### src/rtl/gcd_pkg.sv
// Shared encodings for the GCD engine: controller states and mux selects.
// Assumes nothing beyond 2-bit select fields.
package gcd_pkg;

    typedef enum logic [1:0] {
        ST_IDLE = 2'd0,
        ST_RUN  = 2'd1,
        ST_HOLD = 2'd2
    } gcd_state_t;

    typedef enum logic [1:0] {
        ASEL_LOAD = 2'd0,
        ASEL_SWAP = 2'd1,
        ASEL_DIFF = 2'd2
    } a_sel_t;

    typedef enum logic {
        BSEL_LOAD = 1'b0,
        BSEL_SWAP = 1'b1
    } b_sel_t;

endpackage

### src/rtl/gcd_datapath.sv
// Operand registers, the less-than compare, the zero detect and the subtractor.
// Assumes the controller drives the selects and enables each cycle; holds otherwise.
module gcd_datapath
    import gcd_pkg::*;
#(
    parameter int W = 16
) (
    input  logic         clk,
    input  logic         rst_n,
    input  logic [W-1:0] load_a,
    input  logic [W-1:0] load_b,
    input  a_sel_t       a_sel,
    input  logic         a_en,
    input  b_sel_t       b_sel,
    input  logic         b_en,
    output logic         a_lt_b,
    output logic         b_zero,
    output logic [W-1:0] a_val
);

    logic [W-1:0] a_q, b_q, a_d, b_d, diff;

    // Status flags and difference from the present operands
    always_comb begin
        a_lt_b = a_q < b_q;
        b_zero = (b_q == '0);
        diff   = a_q - b_q;
    end

    // Next-value muxes for both operand registers
    always_comb begin
        unique case (a_sel)
            ASEL_SWAP: a_d = b_q;
            ASEL_DIFF: a_d = diff;
            default:   a_d = load_a;
        endcase
        b_d = (b_sel == BSEL_SWAP) ? a_q : load_b;
    end

    // Operand registers with enables
    always_ff @(posedge clk) begin
        if (!rst_n) begin
            a_q <= '0;
            b_q <= '0;
        end else begin
            if (a_en) a_q <= a_d;
            if (b_en) b_q <= b_d;
        end
    end

    assign a_val = a_q;

    AST_SWAP_ONLY_WHEN_LT: assert property (@(posedge clk) disable iff (!rst_n)
        (a_en && a_sel == ASEL_SWAP) |-> (a_lt_b && b_en && b_sel == BSEL_SWAP));

    AST_SUB_ONLY_WHEN_GE: assert property (@(posedge clk) disable iff (!rst_n)
        (a_en && a_sel == ASEL_DIFF) |-> (!a_lt_b && !b_zero && !b_en));

    AST_SUB_NO_WRAP: assert property (@(posedge clk) disable iff (!rst_n)
        (a_en && a_sel == ASEL_DIFF) |=> (a_q < $past(a_q)));

endmodule

### src/rtl/gcd_control.sv
// Three-state controller: idle (take operands), run (one step per cycle),
// hold (present result until taken). Assumes status flags reflect current registers.
module gcd_control
    import gcd_pkg::*;
(
    input  logic   clk,
    input  logic   rst_n,
    input  logic   op_valid,
    input  logic   res_ready,
    input  logic   a_lt_b,
    input  logic   b_zero,
    output a_sel_t a_sel,
    output logic   a_en,
    output b_sel_t b_sel,
    output logic   b_en,
    output logic   op_ready,
    output logic   res_valid
);

    gcd_state_t state_q, state_d;

    // Select, enable, handshake and next-state decode
    always_comb begin
        a_sel     = ASEL_LOAD;
        b_sel     = BSEL_LOAD;
        a_en      = 1'b0;
        b_en      = 1'b0;
        op_ready  = 1'b0;
        res_valid = 1'b0;
        state_d   = state_q;
        unique case (state_q)
            ST_IDLE: begin
                op_ready = 1'b1;
                if (op_valid) begin
                    a_en    = 1'b1;
                    b_en    = 1'b1;
                    state_d = ST_RUN;
                end
            end
            ST_RUN: begin
                if (a_lt_b) begin
                    a_sel = ASEL_SWAP;
                    b_sel = BSEL_SWAP;
                    a_en  = 1'b1;
                    b_en  = 1'b1;
                end else if (!b_zero) begin
                    a_sel = ASEL_DIFF;
                    a_en  = 1'b1;
                end else begin
                    state_d = ST_HOLD;
                end
            end
            ST_HOLD: begin
                res_valid = 1'b1;
                if (res_ready) state_d = ST_IDLE;
            end
            default: state_d = ST_IDLE;
        endcase
    end

    // State register with synchronous reset to idle
    always_ff @(posedge clk) begin
        if (!rst_n) state_q <= ST_IDLE;
        else        state_q <= state_d;
    end

    AST_READY_VALID_EXCL: assert property (@(posedge clk) disable iff (!rst_n)
        !(op_ready && res_valid));

    AST_RESULT_HELD: assert property (@(posedge clk) disable iff (!rst_n)
        (res_valid && !res_ready) |=> res_valid);

    AST_TAKE_TO_IDLE: assert property (@(posedge clk) disable iff (!rst_n)
        (res_valid && res_ready) |=> (op_ready && !res_valid));

    AST_ACCEPT_LEAVES_IDLE: assert property (@(posedge clk) disable iff (!rst_n)
        (op_valid && op_ready) |=> !op_ready);

endmodule

### src/rtl/gcd_iter_unit.sv
// Top of the iterative GCD engine: wires controller to datapath.
// Assumes a single clock and synchronous active-low reset; one request in flight.
module gcd_iter_unit
    import gcd_pkg::*;
#(
    parameter int W = 16
) (
    input  logic         clk,
    input  logic         rst_n,
    input  logic [W-1:0] op_a_in,
    input  logic [W-1:0] op_b_in,
    input  logic         op_valid,
    output logic         op_ready,
    output logic [W-1:0] res_out,
    output logic         res_valid,
    input  logic         res_ready
);

    a_sel_t a_sel;
    b_sel_t b_sel;
    logic   a_en, b_en, a_lt_b, b_zero;

    gcd_control i_ctl (
        .clk       (clk),
        .rst_n     (rst_n),
        .op_valid  (op_valid),
        .res_ready (res_ready),
        .a_lt_b    (a_lt_b),
        .b_zero    (b_zero),
        .a_sel     (a_sel),
        .a_en      (a_en),
        .b_sel     (b_sel),
        .b_en      (b_en),
        .op_ready  (op_ready),
        .res_valid (res_valid)
    );

    gcd_datapath #(.W(W)) i_dp (
        .clk    (clk),
        .rst_n  (rst_n),
        .load_a (op_a_in),
        .load_b (op_b_in),
        .a_sel  (a_sel),
        .a_en   (a_en),
        .b_sel  (b_sel),
        .b_en   (b_en),
        .a_lt_b (a_lt_b),
        .b_zero (b_zero),
        .a_val  (res_out)
    );

    AST_RESULT_STABLE: assert property (@(posedge clk) disable iff (!rst_n)
        (res_valid && !res_ready) |=> $stable(res_out));

    AST_DONE_ON_ZERO: assert property (@(posedge clk) disable iff (!rst_n)
        res_valid |-> b_zero);

endmodule

### config.mk
export PLATFORM = sky130hd
export DESIGN_NAME = gcd_iter_unit
export DESIGN_NICKNAME = d
export VERILOG_FILES = /design/src/rtl/gcd_pkg.sv /design/src/rtl/gcd_datapath.sv /design/src/rtl/gcd_control.sv /design/src/rtl/gcd_iter_unit.sv
export SDC_FILE = /design/constraint.sdc
export NUM_CORES = 1
export LEC_CHECK = 0
export CELL_PAD_IN_SITES_DETAIL_PLACEMENT = 1
export CELL_PAD_IN_SITES_GLOBAL_PLACEMENT = 2
export CORE_MARGIN = 2
export CORE_UTILIZATION = 41
export CTS_CLUSTER_DIAMETER = 30
export DETAILED_ROUTE_END_ITERATION = 8
export DONT_BUFFER_PORTS = 1
export PLACE_DENSITY = 0.82
export SYNTH_ARGS = -nofsm -noshare
export SYNTH_HDL_FRONTEND = slang
export SYNTH_SLANG_ARGS = --single-unit
### constraint.sdc
create_clock -name clk -period 4.55 [get_ports clk]
set_input_delay 1.365 -clock clk [delete_from_list [all_inputs] [get_ports clk]]
set_output_delay 1.365 -clock clk [all_outputs]
set_load 0.01 [all_outputs]
==> results of run 1 <==
==> layout make-up <==
type                            count  area [um2]  area share
Sequential cell                    34         681       0.241
Tap cell                           77        96.3      0.0341
Clock buffer                        5        68.8      0.0244
Inverter                           17        63.8      0.0226
Multi-Input combinational cell    247        1830       0.648
Timing Repair Buffer                2        15.0     0.00531
Clock inverter                      3        68.8      0.0244
==> layout by cell type (no fill, tap or decap), types with 3 or more instances in the layout <==
cell type,Yosys,routed
a21oi_1,17,17
nor2b_1,6,6
nand3_1,3,3
o21ai_1,3,3
dfxtp_1,34,34
nor3_1,3,3
xnor2_1,6,6
nor2_1,18,18
inv_1,17,17
o21ai_0,22,22
mux2i_1,16,16
xor2_1,4,4
nor4_1,6,6
a31oi_1,5,5
nand2b_1,7,7
a2bb2oi_2,6,6
clkbuf_8,0,5
o211ai_1,15,15
o211a_1,17,17
ha_1,16,16
nand2_1,30,30
==> cell families (layout without fill, tap and decap cells) <==
family | Yosys count | in the layout | share of synthesized area
flops | 34 | 34 | 0.254
compound gates | 115 | 115 | 0.342
xor+xnor | 10 | 10 | 0.0326
fa+ha+maj | 17 | 17 | 0.0821
mux | 16 | 16 | 0.0597
buf+inv | 33 | 27 | 0.0634
simple gates | 89 | 89 | 0.166
==> state kept, by name, indices dropped and copies added (netlist names) <==
| signal | cells |
|---|---|
| i_dp.b_q | 16 |
| i_dp.a_val | 16 |
| i_ctl.state_q | 2 |
==> synthesized netlist by cell type, drive strengths merged, types with 2 or more instances <==
library cell	count
ha	16
a21o	2
or3	2
nor4	6
o22ai	3
nor2	20
nor2b	6
o221a	3
a211oi	3
a21oi	19
o21ai	27
dfxtp	34
inv	17
nor3	5
o211ai	16
o31ai	2
nand2	31
or2	3
xnor2	6
buf	10
o211a	18
xor2	4
nand2b	7
o21a	2
clkbuf	6
nand3	4
mux2i	16
and2	2
a31oi	5
a2bb2oi	7
==> report_power, final <==
group / total (mW) / leakage (nW) / switching [mW] / internal (mW)
combinational: 2.06 / 0.919 / 1.22 / 0.840
sequential: 0.569 / 0.281 / 0.161 / 0.408
clock: 0.341 / 0.0683 / 0.121 / 0.220
==> through the flow <==
step | instance area (um2) | setup WS [ns] | std cells | power, mW | hold WS (ns)
global placement | 2690 | 1.32 | 377 | 2.57 | 0.514
CTS | 2830 | 1.19 | 385 | 2.96 | 0.527
global route | 2830 | 0.948 | 385 | 3.23 | 0.564
detailed placement | 2690 | 1.20 | 377 | 2.61 | 0.517
floorplan | 2680 | 2.06 | 314 | 2.24 | 0.464
finish | 2830 | 1.17 | 385 | 2.97 | 0.524
==> layer usage <==
layer / share of wire / vias up / GRT usage
li1: - / 1151 / -
met2: 0.42 / 57 / 0.339
met1: 0.52 / 1158 / 0.366
met5: 0 / - / 0
met4: 0.015 / 0 / 0.0563
met3: 0.043 / 8 / 0.0302
==> path summary, 6_finish.rpt <==
| check | start | endpoint | slack (ns) | depth (start not counted) |
|---|---|---|---|---|
| hold / removal | i_dp.b_q[3] | i_dp.a_val[3] | 0.52 | 2 |
| hold reg to reg | i_dp.b_q[3] | i_dp.a_val[3] | 0.52 | 2 |
| setup reg to reg | i_dp.a_val[0] | i_dp.b_q[3] | 1.17 | 11 |
| setup / recovery | i_dp.a_val[0] | i_dp.b_q[3] | 1.17 | 11 |
==> worst max-delay path, delay by kind of cell, from the launching register on <==
kind,cells,cell delay (ns)
buf+inv,2,0.42
flops,1,0.44
simple gates,4,1.11
fa+ha+maj,2,0.63
compound gates,3,0.66
==> flow_summary_export.csv, run 1 <==
group,metric,value,unit
critical_path,start_kind,"flip-flop",
clocking,clkLatencyLatePin,0.29,ns
sta,period_minus_slack,3.38,ns
critical_path,critPathCaptureType,"flip-flop",
clocking,cts.clk_slew.worst_paths,0.07,ns
floorplan,die_y,84.9,um
detailed_routing,routed_wl,8050,um
power,vdd_drop_max,0.000666,V
floorplan,fp.dieArea,0.00721,mm2
grt,first_global_vias,2501,
clocking,htreeDepth,2,
critical_path,path_cells,"inv_1, ha_1, fa_1, nand2b_1, a211oi_2, nor3_2, o211a_4, nor2_2, buf_4, nand2_1, o211a_1",
final_layout,final_util,0.445,
logic_synthesis,synthTopCellsByArea,"dfxtp_1, ha_1, o211a_1",
logic_synthesis,yosys_warnings,0,
grt,overflow,0,
clocking,cts_setup_buffers,0,
grt,grt_max_degree,35,
detailed_routing,via_per_inst,6.17,
power,p_leak,1.27,nW
job,drv_cap,0,
sta,skew,0.00815,ns
logic_synthesis,synth_area,0.00268,mm2
logic_synthesis,synth-edff-count,0,
floorplan,rows,29,
logic_synthesis,synth_cells,314,
logic_synthesis,yosysTopAreaCellShare,0.254,
final_layout,antennaDiodeCount,0,
critical_path,slowest_delay,0.69,ns
sta,slew-limit-headroom,0.409,
floorplan,core-area,0.00635,mm2
detailed_routing,routedWlPerCell,20.9,um
grt,grtUsageTotal,0.234,
logic_synthesis,ys_ff_latch,34,
logic_synthesis,synth_nets,367,
detailed_routing,drt-initial-drc-count,154,
clocking,cts_made_buffers,5,
clocking,clockBufferDepth,2,
critical_path,cp_data_arrival_time,3.56,ns
final_layout,area_delta_synth_final,5.32,%
worst_hold_path,hold_path_class,"flip-flop to flip-flop",
logic_synthesis,async_reset_ff_frac,0,
detailed_routing,drt.antenna.violating_nets,0,
clocking,root_buffer,"clkbuf_8",
critical_path,worst_path_max_delay_cell,"nor2_2",
detailed_routing,drc,0,
floorplan,die_w,84.9,um
clocking,cts.repair.resized,0,
power,power_density,1050,mW/mm2
placed_design,gp_congestion,0.908,
logic_synthesis,synth_flop_cell,"dfxtp_1",
critical_path,cp_max_fo,21,
sta,grt_setup_unrepaired,"false",
final_layout,finalNetCount,360,
logic_synthesis,ys_seq_area_frac,0.254,
sta,fin_crit_sh,0.743,
critical_path,worstPathRequired,4.73,ns
critical_path,path_class,"flip-flop to flip-flop",
clocking,cts_sinks,34,
detailed_routing,vias,2374,
floorplan,start_util,0.422,
sta,hold_viol_final,0,
logic_synthesis,ys_types,59,
logic_synthesis,synth_area_leader_cell,"dfxtp_1",
grt,antenna_found_initial,0,
clocking,cts_tree,"built",
final_layout,fillers,765,
sta,setup_violations,0,
final_layout,drive_above_1_share,0.114,
detailed_routing,dr.pass1.iters,4,
sta,slew_viol_final,0,
grt,grt_pass1_wl,13500,um
sta,fin_tns_setup,0,ns
logic_synthesis,avgSynthCellArea,8.54,um2
sta,tightest_slew,0.885,ns
sta,clock.fmax,0.296,GHz
clocking,hold_buffers,0,
outcome,outcome,"finished clean",
floorplan,ios,54,
placed_design,port_buffers,0,
placed_design,hpwlAfterDp,6140,um
No activity file was read; power rests on OpenSTA's default activity.
==> run 2, diff against run 1 <==
- CORE_UTILIZATION: 41 -> 38
- PLACE_DENSITY: 0.82 -> 0.77
- clock period: 4.55 -> 3.4 ns (I/O delays scaled with it)
==> run 2 against run 1 <==
Flip-flop and latch count unchanged. Fmax increased by 7.3%. Register-to-register slack got worse by 0.92 ns. Combinational power increased by 35%. Sequential power increased by 33%. First-iteration DRC count decreased by 42%. Routed wire length increased by 2.5%. Clock-buffer cell count unchanged. Global-route usage decreased by 1.0 points. Largest power group unchanged. Highest routed layer unchanged.
==> flow_summary_export.csv, run 2 (synthesis gave the netlist of run 1 again) <==
group,metric,value,unit
detailed_routing,drc,0,
critical_path,worstPathRequired,3.63,ns
clocking,cts_sinks,34,
clocking,htreeDepth,2,
detailed_routing,dr.pass1.iters,4,
detailed_routing,routed_wl,8250,um
critical_path,critPathCaptureType,"flip-flop",
sta,tightest_slew,0.550,ns
grt,overflow,0,
detailed_routing,via_per_inst,5.88,
placed_design,pre_cts_ws,0.319,ns
job,drv_cap,0,
clocking,clockBufferDepth,2,
critical_path,slowest_delay,0.61,ns
floorplan,die_y,88.0,um
sta,fin_tns_setup,0,ns
critical_path,r2r_end,"i_dp.a_val[14]",
power,vdd_drop_max,0.000421,V
power,clkPwrFrac,0.080,
grt,grtUsageTotal,0.224,
worst_hold_path,hp-start,"i_dp.b_q[3]",
power,p_leak,1.26,nW
critical_path,path_cells,"inv_1, ha_1, fa_1, nand2b_1, a211oi_2, nor3_2, o21ai_2, nand2_2, nor4_1, o221a_1",
placed_design,hpwlAfterDp,6390,um
power,swShare,0.523,
final_layout,multi_input_area,0.00183,mm2
placed_design,port_buffers,0,
final_layout,finalNetCount,363,
clocking,cts_tree,"built",
critical_path,cp_max_fo,15,
critical_path,path_class,"flip-flop to flip-flop",
critical_path,worst_path_max_delay_cell,"nor4_1",
critical_path,cp_top_family,"simple AND/OR/NAND/NOR gates",
clocking,cts.repair.resized,0,
floorplan,die_w,88.0,um
detailed_routing,vias,2392,
sta,skew,0.00759,ns
sta,slew-limit-headroom,0.630,
critical_path,cp_data_arrival_time,3.38,ns
final_layout,fillers,823,
detailed_routing,drt-initial-drc-count,90,
critical_path,r2r_start,"i_dp.a_val[0]",
clocking,clkLatencyLatePin,0.29,ns
floorplan,start_util,0.393,
clocking,cts_setup_buffers,0,
floorplan,core-area,0.00683,mm2
outcome,outcome,"finished clean",
power,intPower,1.84,mW
final_layout,final_common_cell,"dfxtp_1",
sta,grt_setup_unrepaired,"false",
final_layout,layout_common_cells,"dfxtp_1, nand2_1, o21ai_0, nor2_1",
power,power_frac_seq,0.197,
critical_path,path_buf_inv,1,
sta,slew_viol_final,0,
grt,grt_pass1_wl,13200,um
grt,antenna_found_initial,0,
power,switchingPower,2.02,mW
clocking,cts_made_buffers,5,
detailed_routing,drt.antenna.violating_nets,0,
sta,clock.fmax,0.318,GHz
placed_design,gp_congestion,0.866,
final_layout,drive_above_1_share,0.122,
grt,first_global_vias,2413,
sta,setup_ws,0.251,ns
critical_path,r2r_slack,0.25,ns
clocking,cts.clk_slew.worst_paths,0.08,ns
critical_path,ff2ff_path_depth,10,
worst_hold_path,whs_endpoint,"i_dp.a_val[3]",
floorplan,rows,30,
floorplan,fp.dieArea,0.00775,mm2
sta,fin_crit_sh,0.926,
power,power_density,1370,mW/mm2
final_layout,antennaDiodeCount,0,
clocking,hold_buffers,0,
final_layout,stdcell_area,0.00282,mm2
final_layout,area_delta_synth_final,5.27,%
clocking,root_buffer,"clkbuf_8",
critical_path,start_kind,"flip-flop",
placed_design,place_area,0.00273,mm2
sta,setup_violations,0,
worst_hold_path,holdPathStages,2,
sta,period_minus_slack,3.15,ns
floorplan,ios,54,
sta,hold_viol_final,0,
power,pwr-share-comb,0.724,
final_layout,seqCellArea,681,um2
grt,grt_max_degree,35,
detailed_routing,routedWlPerCell,20.3,um
worst_hold_path,hold_path_class,"flip-flop to flip-flop",
run 2: cell count changes in the layout (fill, tap and decap cells not counted), sizes merged:
| cell | delta |
|---|---|
| buf | +3 |
| clkinvlp | +1 |
| bufinv | -2 |
| clkinv | +1 |
run 2: power groups by stage:
stage | clock (mW) | sequential [mW] | combinational (mW)
after floorplan | 0 | 0.688 | 2.31
after global placement | 0 | 0.770 | 2.74
after detailed placement | 0 | 0.767 | 2.78
after CTS | 0.312 | 0.758 | 2.80
after global routing | 0.325 | 0.782 | 3.09
final | 0.307 | 0.759 | 2.79
run 2: how the worst max path moves through the flow:
stage | startpoint | to | slack (ns) | depth (start not counted)
after global placement | i_dp.a_val[0] | i_dp.a_val[14] | 0.38 | 10
after floorplan | i_dp.a_val[0] | i_dp.a_val[12] | 0.91 | 11
final | i_dp.a_val[0] | i_dp.a_val[14] | 0.25 | 10
after CTS | i_dp.a_val[0] | i_dp.a_val[14] | 0.28 | 10
after detailed placement | i_dp.a_val[0] | i_dp.a_val[14] | 0.32 | 10
after global routing | i_dp.a_val[0] | i_dp.a_val[14] | 0.11 | 10
run 2: worst min-delay path: cells and delay by family, from the launching register on:
| family | cells | cell delay, ns |
|---|---|---|
| flip-flops | 1 | 0.35 |
| AND/OR/NAND/NOR | 1 | 0.07 |
| AO/OA/AOI/OAI | 1 | 0.07 |
run 2: stage by stage:
step | utilization | hold slack, ns | std cells | power, mW
6_report | 0.413 | 0.531 | 407 | 3.86
5_1_grt | 0.413 | 0.564 | 407 | 4.20
4_1_cts | 0.413 | 0.535 | 407 | 3.87
3_5_place_dp | 0.400 | 0.524 | 399 | 3.54
3_3_place_gp | 0.400 | 0.501 | 399 | 3.51
2_1_floorplan | - | 0.464 | 314 | 3.00
run 2: layout make-up:
type,instances,share of cell area
multi-input combinational,247,0.649
inverter,17,0.0226
tap,96,0.0425
sequential,34,0.241
clock inverter,3,0.00753
clock buffer,5,0.0244
timing repair buffer,5,0.0133
run 2: per-layer routing:
layer / track usage / up-vias / wire length (um)
li1: - / 1164 / -
met1: 0.353 / 1163 / 4260
met2: 0.312 / 58 / 3490
met3: 0.0339 / 7 / 404
met4: 0.0606 / 0 / 102
met5: 0 / - / 0
